===== src/rtl/pm_pkg.sv =====
package pm_pkg;

    typedef enum logic [1:0] {
        ST_RUN  = 2'd0,
        ST_IDLE = 2'd1,
        ST_WAKE = 2'd2
    } pm_state_e;

    typedef enum logic [1:0] {
        SRC_PRI = 2'd0,
        SRC_SEC = 2'd1,
        SRC_INT = 2'd2
    } pm_src_e;

    typedef struct packed {
        logic       idle_en;
        logic [1:0] clk_sel;
    } pm_ctl_t;

    // Map a select field to a source; secondary only when its oscillator is enabled.
    function automatic pm_src_e sel_to_src(input logic [1:0] sel,
                                           input logic       sec_en,
                                           input pm_src_e    cur);
        pm_src_e r;
        if (sel[1])
            r = SRC_INT;
        else if (sel[0])
            r = sec_en ? SRC_SEC : cur;
        else
            r = SRC_PRI;
        return r;
    endfunction

endpackage


===== src/rtl/pm_ctl_reg.sv =====
module pm_ctl_reg
    import pm_pkg::*;
(
    input  logic    clk,
    input  logic    rst,
    input  logic    we,
    input  pm_ctl_t wdata,
    output pm_ctl_t q
);
    always_ff @(posedge clk) begin
        if (rst)
            q <= '0;
        else if (we)
            q <= wdata;
    end


    ctl_hold_chk: assert property (@(posedge clk) disable iff (rst)
        !we |=> $stable(q));

endmodule


===== src/rtl/pm_wake_timer.sv =====
module pm_wake_timer #(
    parameter int DELAY = 10
) (
    input  logic clk,
    input  logic rst,
    input  logic start,
    output logic busy,
    output logic done
);
    localparam int CW = (DELAY < 2) ? 1 : $clog2(DELAY);
    localparam logic [CW-1:0] LOAD = CW'(DELAY - 1);

    logic [CW-1:0] cnt;

    assign done = busy && (cnt == '0);

    always_ff @(posedge clk) begin
        if (rst) begin
            busy <= 1'b0;
            cnt  <= '0;
        end else if (!busy) begin
            if (start) begin
                busy <= 1'b1;
                cnt  <= LOAD;
            end
        end else if (cnt == '0) begin
            busy <= 1'b0;
        end else begin
            cnt <= cnt - 1'b1;
        end
    end


    cnt_range_chk: assert property (@(posedge clk) disable iff (rst)
        busy |-> cnt <= LOAD);

endmodule


===== src/rtl/pm_fsm.sv =====
module pm_fsm
    import pm_pkg::*;
(
    input  logic      clk,
    input  logic      rst,
    input  pm_ctl_t   ctl,
    input  logic      ctl_we,
    input  pm_ctl_t   ctl_wdata,
    input  logic      sec_osc_en,
    input  logic      sleep_req,
    input  logic      wake,
    input  logic      tmr_done,
    output logic      tmr_start,
    output pm_state_e state,
    output pm_src_e   src,
    output logic      full_sleep
);
    pm_state_e state_n;
    pm_src_e   src_n;
    logic      full_n;

    always_comb begin
        state_n   = state;
        src_n     = src;
        full_n    = 1'b0;
        tmr_start = 1'b0;
        unique case (state)
            ST_RUN: begin
                if (sleep_req) begin
                    if (!ctl.idle_en) begin
                        full_n = 1'b1;
                    end else if (ctl.clk_sel == 2'b01 && !sec_osc_en) begin
                        state_n = ST_RUN;
                    end else begin
                        state_n = ST_IDLE;
                        src_n   = sel_to_src(ctl.clk_sel, sec_osc_en, src);
                    end
                end else if (ctl_we) begin
                    src_n = sel_to_src(ctl_wdata.clk_sel, sec_osc_en, src);
                end
            end
            ST_IDLE: begin
                if (wake) begin
                    state_n   = ST_WAKE;
                    tmr_start = 1'b1;
                end
            end
            ST_WAKE: begin
                if (tmr_done)
                    state_n = ST_RUN;
            end
            default: state_n = ST_RUN;
        endcase
    end

    always_ff @(posedge clk) begin
        if (rst) begin
            state      <= ST_RUN;
            src        <= SRC_PRI;
            full_sleep <= 1'b0;
        end else begin
            state      <= state_n;
            src        <= src_n;
            full_sleep <= full_n;
        end
    end


    wake_src_chk: assert property (@(posedge clk) disable iff (rst)
        (state != ST_RUN) |=> $stable(src));


    full_sleep_pulse_chk: assert property (@(posedge clk) disable iff (rst)
        full_sleep |=> !full_sleep);

endmodule


===== src/rtl/pm_idle_ctrl.sv =====
module pm_idle_ctrl
    import pm_pkg::*;
#(
    parameter int DELAY = 10
) (
    input  logic       clk,
    input  logic       rst,
    input  logic       ctl_we,
    input  logic       idle_en_d,
    input  logic [1:0] clk_sel_d,
    input  logic       sec_osc_en,
    input  logic       sec_ready,
    input  logic       sleep_req,
    input  logic       wake,
    output logic       cpu_clk_en,
    output logic       per_clk_en,
    output logic       sel_pri,
    output logic       sel_sec,
    output logic       pri_off_req,
    output logic       pri_stable,
    output logic       sec_in_use,
    output logic       full_sleep,
    output logic       idle_en_q,
    output logic [1:0] clk_sel_q
);
    pm_ctl_t   ctl_q;
    pm_ctl_t   ctl_w;
    pm_state_e state;
    pm_src_e   src;
    logic      tmr_start;
    logic      tmr_busy;
    logic      tmr_done;

    assign ctl_w = '{idle_en: idle_en_d, clk_sel: clk_sel_d};

    pm_ctl_reg u_ctl (
        .clk   (clk),
        .rst   (rst),
        .we    (ctl_we),
        .wdata (ctl_w),
        .q     (ctl_q)
    );

    pm_wake_timer #(.DELAY(DELAY)) u_tmr (
        .clk   (clk),
        .rst   (rst),
        .start (tmr_start),
        .busy  (tmr_busy),
        .done  (tmr_done)
    );

    pm_fsm u_fsm (
        .clk        (clk),
        .rst        (rst),
        .ctl        (ctl_q),
        .ctl_we     (ctl_we),
        .ctl_wdata  (ctl_w),
        .sec_osc_en (sec_osc_en),
        .sleep_req  (sleep_req),
        .wake       (wake),
        .tmr_done   (tmr_done),
        .tmr_start  (tmr_start),
        .state      (state),
        .src        (src),
        .full_sleep (full_sleep)
    );

    assign cpu_clk_en  = (state == ST_RUN);
    assign sel_pri     = (src == SRC_PRI);
    assign sel_sec     = (src == SRC_SEC);
    assign pri_off_req = (src == SRC_SEC);
    assign sec_in_use  = (src == SRC_SEC);
    assign pri_stable  = (src == SRC_PRI);
    assign per_clk_en  = (src != SRC_SEC) || sec_ready;
    assign idle_en_q   = ctl_q.idle_en;
    assign clk_sel_q   = ctl_q.clk_sel;


    cpu_vs_timer_chk: assert property (@(posedge clk) disable iff (rst)
        cpu_clk_en |-> !tmr_busy);


    pri_idle_osc_chk: assert property (@(posedge clk) disable iff (rst)
        (!cpu_clk_en && sel_pri) |-> (pri_stable && !pri_off_req && per_clk_en));


    sec_drop_chk: assert property (@(posedge clk) disable iff (rst)
        (cpu_clk_en && sleep_req && idle_en_q && clk_sel_q == 2'b01 && !sec_osc_en)
        |=> (cpu_clk_en && $stable(src)));


    sec_ready_gate_chk: assert property (@(posedge clk) disable iff (rst)
        (sel_sec && !sec_ready) |-> !per_clk_en);

endmodule


===== config.mk =====
export PLATFORM = sky130hd
export DESIGN_NAME = pm_idle_ctrl
export DESIGN_NICKNAME = d
export VERILOG_FILES = /design/src/rtl/pm_pkg.sv /design/src/rtl/pm_ctl_reg.sv /design/src/rtl/pm_wake_timer.sv /design/src/rtl/pm_fsm.sv /design/src/rtl/pm_idle_ctrl.sv
export SDC_FILE = /design/constraint.sdc
export NUM_CORES = 1
export LEC_CHECK = 0
export ABC_AREA = 1
export BUFFER_PORTS_ARGS = -buffer_cell sky130_fd_sc_hd__buf_2
export CORE_AREA = 2 2 59 61
export CTS_CLUSTER_DIAMETER = 120
export DETAILED_ROUTE_END_ITERATION = 10
export DIE_AREA = 0 0 61 63
export PLACE_DENSITY_LB_ADDON = 0.1
export SYNTH_ARGS = -nofsm -noshare
export SYNTH_HDL_FRONTEND = slang
export SYNTH_HIERARCHICAL = 1
export SYNTH_SLANG_ARGS = --single-unit

===== constraint.sdc =====
create_clock -name clk -period 2.54 [get_ports clk]
set_input_delay 0.127 -clock clk [delete_from_list [all_inputs] [get_ports clk]]
set_output_delay 0.127 -clock clk [all_outputs]
set_load 0.01 [all_outputs]

; Yosys cells after proc, flatten, opt, wreduce, memory -nomap -nowiden
; Index checks and enable logic that the tools add are counted.
[word_totals]
regBits = 13
in_bits = 10
output_inout_bits = 11
elab_cells = 59
[op_classes]
n_addsub = 1
eq_ne = 12
muxes = 24
bitwise = 2
n_reduce_logical = 13
[ops]
columns = op, n
row1 = 2-bit 2-to-1 mux, 13
row2 = 4-bit 2-to-1 mux, 3
row3 = "2-bit inequality test, second input constant", 5
row4 = 4-bit AND reduction, 2
row5 = 1-bit 2-to-1 mux, 7
row6 = "2-bit by 1-bit == test with 1-bit output, second input constant", 3
row7 = "2-bit by 1-bit inequality test with 1-bit output, second input constant", 3
row8 = 2-bit one-hot mux with 3 select lines, 1
row9 = 2-bit zero test, 2
row10 = 4-bit zero test, 1
row11 = 2-bit nonzero test, 2
row12 = "4-bit by 1-bit subtractor with 4-bit output, second input constant", 1
row13 = 3-bit OR reduction, 1
row14 = "2-bit == test, second input constant", 1
row15 = 1-bit logical AND, 2
row16 = 1-bit NOT, 2
row17 = 2-bit AND reduction, 1
row18 = 1-bit zero test, 1
row19 = 1-bit logical OR, 1

; Longest topological paths before layout
[depth]
word_depth = 6
depth_mapped = 8
depth_no_buf = 8

; Cells and area by module
; Netlist, hierarchy kept.
[by_module_without_submodules]
columns = mod, instances, cells_per_inst, area_each_um2, seq_area_each_um2
row1 = pm_fsm, 1, 50, 321.6, 100.1
row2 = pm_wake_timer, 1, 39, 274.0, 100.1
row3 = pm_ctl_reg, 1, 19, 120.1, 60.1
row4 = pm_idle_ctrl, 1, 10, 52.6, 0.0

; Worst setup path after synthesis
; Ideal clock, no wire load.
[synth_timing]
path_type = reg-to-reg
from = register u_tmr.cnt[0]
to = register u_tmr.cnt[3]
setup_time_ns = 0.114
arrival_time_ns = 1.064
required_time_ns = 2.426
slack_ns = 1.362
path_stages_with_launch = 9
path_buffers = 0
synth_period_minus_slack_ns = 1.178
cell_sequence = dfxtp_1 > inv_1 > ha_1 > nand2_1 > inv_1 > a21oi_4 > inv_2 > nand2_1 > a21oi_2
[synth_via]
elab_chain_len = 3
word_cells_on_any_way = 6
cone_classes = add/sub (1) / eq/ne (1) / mux (2) / reduce/logical (2)
[synth_rtl]
columns = item, line_no
row1 = from (decl), pm_wake_timer.sv:13  ; logic [CW-1:0] cnt;
row2 = from (signal assigned), pm_wake_timer.sv:29  ; cnt <= cnt - 1'b1;
row3 = 4-bit by 1-bit subtractor with 4-bit output / 4-bit zero test (equally long branches), "pm_wake_timer.sv:29, pm_wake_timer.sv:26"
row4 = 4-bit 2-to-1 mux / 2-bit inequality test (equally long branches), --
row5 = 4-bit 2-to-1 mux / 2-bit AND reduction (equally long branches), --
; Parallel ways exist; a longest one is shown, timed or not. The select of a mux whose other input is x is not followed.
; A chain may end at the register's enable or synchronous reset.

; Worst setup path in the final report
; Same ends and word-level chain as after synthesis.

==> results.json <==
{
  "outcome": "finished clean",
  "setup_ws_ns": 1.25,
  "p_leak_uw": 0.000455,
  "routed_wl_um": 1680,
  "use_met2": 0.144,
  "die_w_um": 61,
  "num-fill-cells": 374,
  "nets": 151,
  "pin_count": 21,
  "synthCells": 118,
  "worstPathRequired_ns": 2.71,
  "crit_start": "u_tmr/cnt[0]",
  "worst-r2r-setup-slack_ns": 1.25,
  "hp-class": "in -> reg",
  "peakVddDrop_mv": 0.163,
  "cts_resized": 0,
  "synth_cell_type_count": 22,
  "pre_cts_ws_ns": 1.26,
  "drt_first_iter_violations": 18,
  "use_met3": 0.0248,
  "skew_ns": 0.00137,
  "grt.busiest_layer": "met2",
  "met1_usage": 0.134,
  "setup-violations-final": 0,
  "numCtsBuffers": 3,
  "rows": 21,
  "syn2layout_area_growth_pct": 21.0,
  "avgSynthCellArea_sq_um": 6.51,
  "fin_cells": 185,
  "finalInstanceArea_sq_um": 930,
  "postRouteAntennaNets": 0,
  "grt_pass1_wl_um": 2880,
  "placed_cell_area_sq_um": 903,
  "htreeDepth": 1,
  "netlist_area_sq_um": 768,
  "cap_violations": 0,
  "rsz0062_at_grt": "no",
  "place.gp.congestion": 0.779,
  "fin_tns_setup_ns": 0,
  "fmax_ghz": 0.777,
  "hold_buffers": 0,
  "grt_pass1_vias": 644,
  "antenna_found_initial": 0,
  "period_needed_ns": 1.29,
  "routed_via_density": 3.95,
  "r2r-start": "u_tmr/cnt[0]",
  "synth-seq-cells": 13,
  "slew_viol_final": 0,
  "overflow": 0,
  "grt_util_all_layers": 0.0994,
  "clock_path_buffers": 2,
  "wire_per_inst_um": 9.08,
  "p_int_uw": 312,
  "relSlewSlack": 0.847,
  "fp.dieArea_sq_um": 3840,
  "power_frac_seq": 0.507,
  "cts_sinks": 13,
  "clkTransAtPathRegs_ns": 0.09,
  "drt-pass1-iter-count": 4,
  "syn-num-nets": 129,
  "power_frac_comb": 0.199,
  "finalHoldViolations": 0,
  "worstSetupPathType": "reg -> reg",
  "drc_errors": 0,
  "p_clk_frac": 0.294,
  "floorplan.initialDensity": 0.238,
  "p_sw_uw": 136,
  "hold_start": "rst",
  "clockRootBuffer": "clkbuf_4",
  "worst_hold_slack_ns": 0.131,
  "final_cell_mix": "27 x nand2_1, 20 x buf_2, 18 x inv_1, 16 x nor2_1, 13 x dfxtp_1",
  "post-route-period-util": 0.506,
  "yosysSeqAreaShare": 0.339,
  "cts_tree": "done",
  "drive_gt1_frac": 0.273,
  "coreArea_sq_um": 3230,
  "start_kind": "flop",
  "worstMarginPinSlew_ns": 0.229,
  "via_count": 730,
  "grt_start_max_net_pins": 10,
  "crit_arrival_ns": 1.46,
  "io_buffers": 20,
  "dp_hpwl_um": 1340,
  "post-cts-setup-buffers": 0,
  "ys_warn_count": 6,
  "final_common_cell": "nand2_1",
  "antennaDiodeCount": 0,
  "powerDensity_nw_per_um2": 482,
  "worstPathMaxFanout": 5,
  "worstSkewPairLatency_ns": 0.27,
  "die_y_um": 63,
  "end_kind": "flop",
  "place_inst": 181,
  "swShare": 0.304
}
[metrics by stage]
stage / power, uW / utilization
final: 448 / 0.288
after global routing: 484 / 0.288
after CTS: 463 / 0.288
after detailed placement: 322 / 0.280
after global placement: 321 / 0.280
after floorplan: 292 / -
[worst max-delay path: stages, from the launching register on]
cell,delay [ns]
dfxtp_1,0.33
inv_1,0.08
ha_1,0.23
nand2_1,0.07
inv_1,0.06
a21oi_4,0.19
inv_2,0.08
nand2_1,0.08
a21oi_2,0.05
[final cells by class]
type                    instances  area, sq um  share of cell area
clock buffers                   4         26.3              0.0283
inverters                      24         90.1              0.0969
multi-input cells              78          395               0.425
flip-flops and latches         13          260               0.280
well taps                      46         57.6              0.0619
repair buffers                 20          100               0.108
[logic make-up after synthesis]
logic type	synth area share
flops	0.339
simple gates	0.389
buf+inv	0.147
fa+ha+maj	0.0163
compound gates	0.109
[cell usage after synthesis, drive strengths merged]
library cell	number	area [sq um]
o21ai	1	8.76
nor3	1	5.00
a21oi	8	58.8
o21a	2	16.3
nand3b	1	7.51
dfxtp	13	260
nand2	28	113
or2	1	6.26
buf	3	22.5
inv	23	86.3
nand4	3	18.8
nor2	19	78.8
nand3	13	70.1
ha	1	12.5
clkinv	1	3.75
[power by group through the flow]
stage | clock network [uW] | logic [uW] | registers [uW]
after global placement | 0 | 89.1 | 232
after detailed placement | 0 | 90.2 | 232
after CTS | 145 | 90.4 | 227
final | 132 | 88.9 | 227
after floorplan | 0 | 60.2 | 231
after global routing | 152 | 102 | 230
[flip-flops by register name, summed over array words and instances, names as in the netlist]
name	count
u_ctl/q	3
u_tmr/cnt	4
u_fsm/full_sleep	1
u_fsm/state	2
u_fsm/src	2
u_tmr/busy	1
[path summary, 6_finish.rpt]
| path | end | cells past startpoint |
|---|---|---|
| hold reg to reg | u_tmr/cnt[0] | 2 |
| setup reg to reg | u_tmr/cnt[3] | 8 |
| setup / recovery | u_tmr/cnt[3] | 8 |
| hold / removal | u_tmr/cnt[3] | 2 |
[layer usage]
layer,share of wire,wire [um]
met1,0.51,854
met2,0.44,746
met3,0.034,57
met4,0.012,20
met5,0,0
No activity file was read; power rests on OpenSTA's default activity.
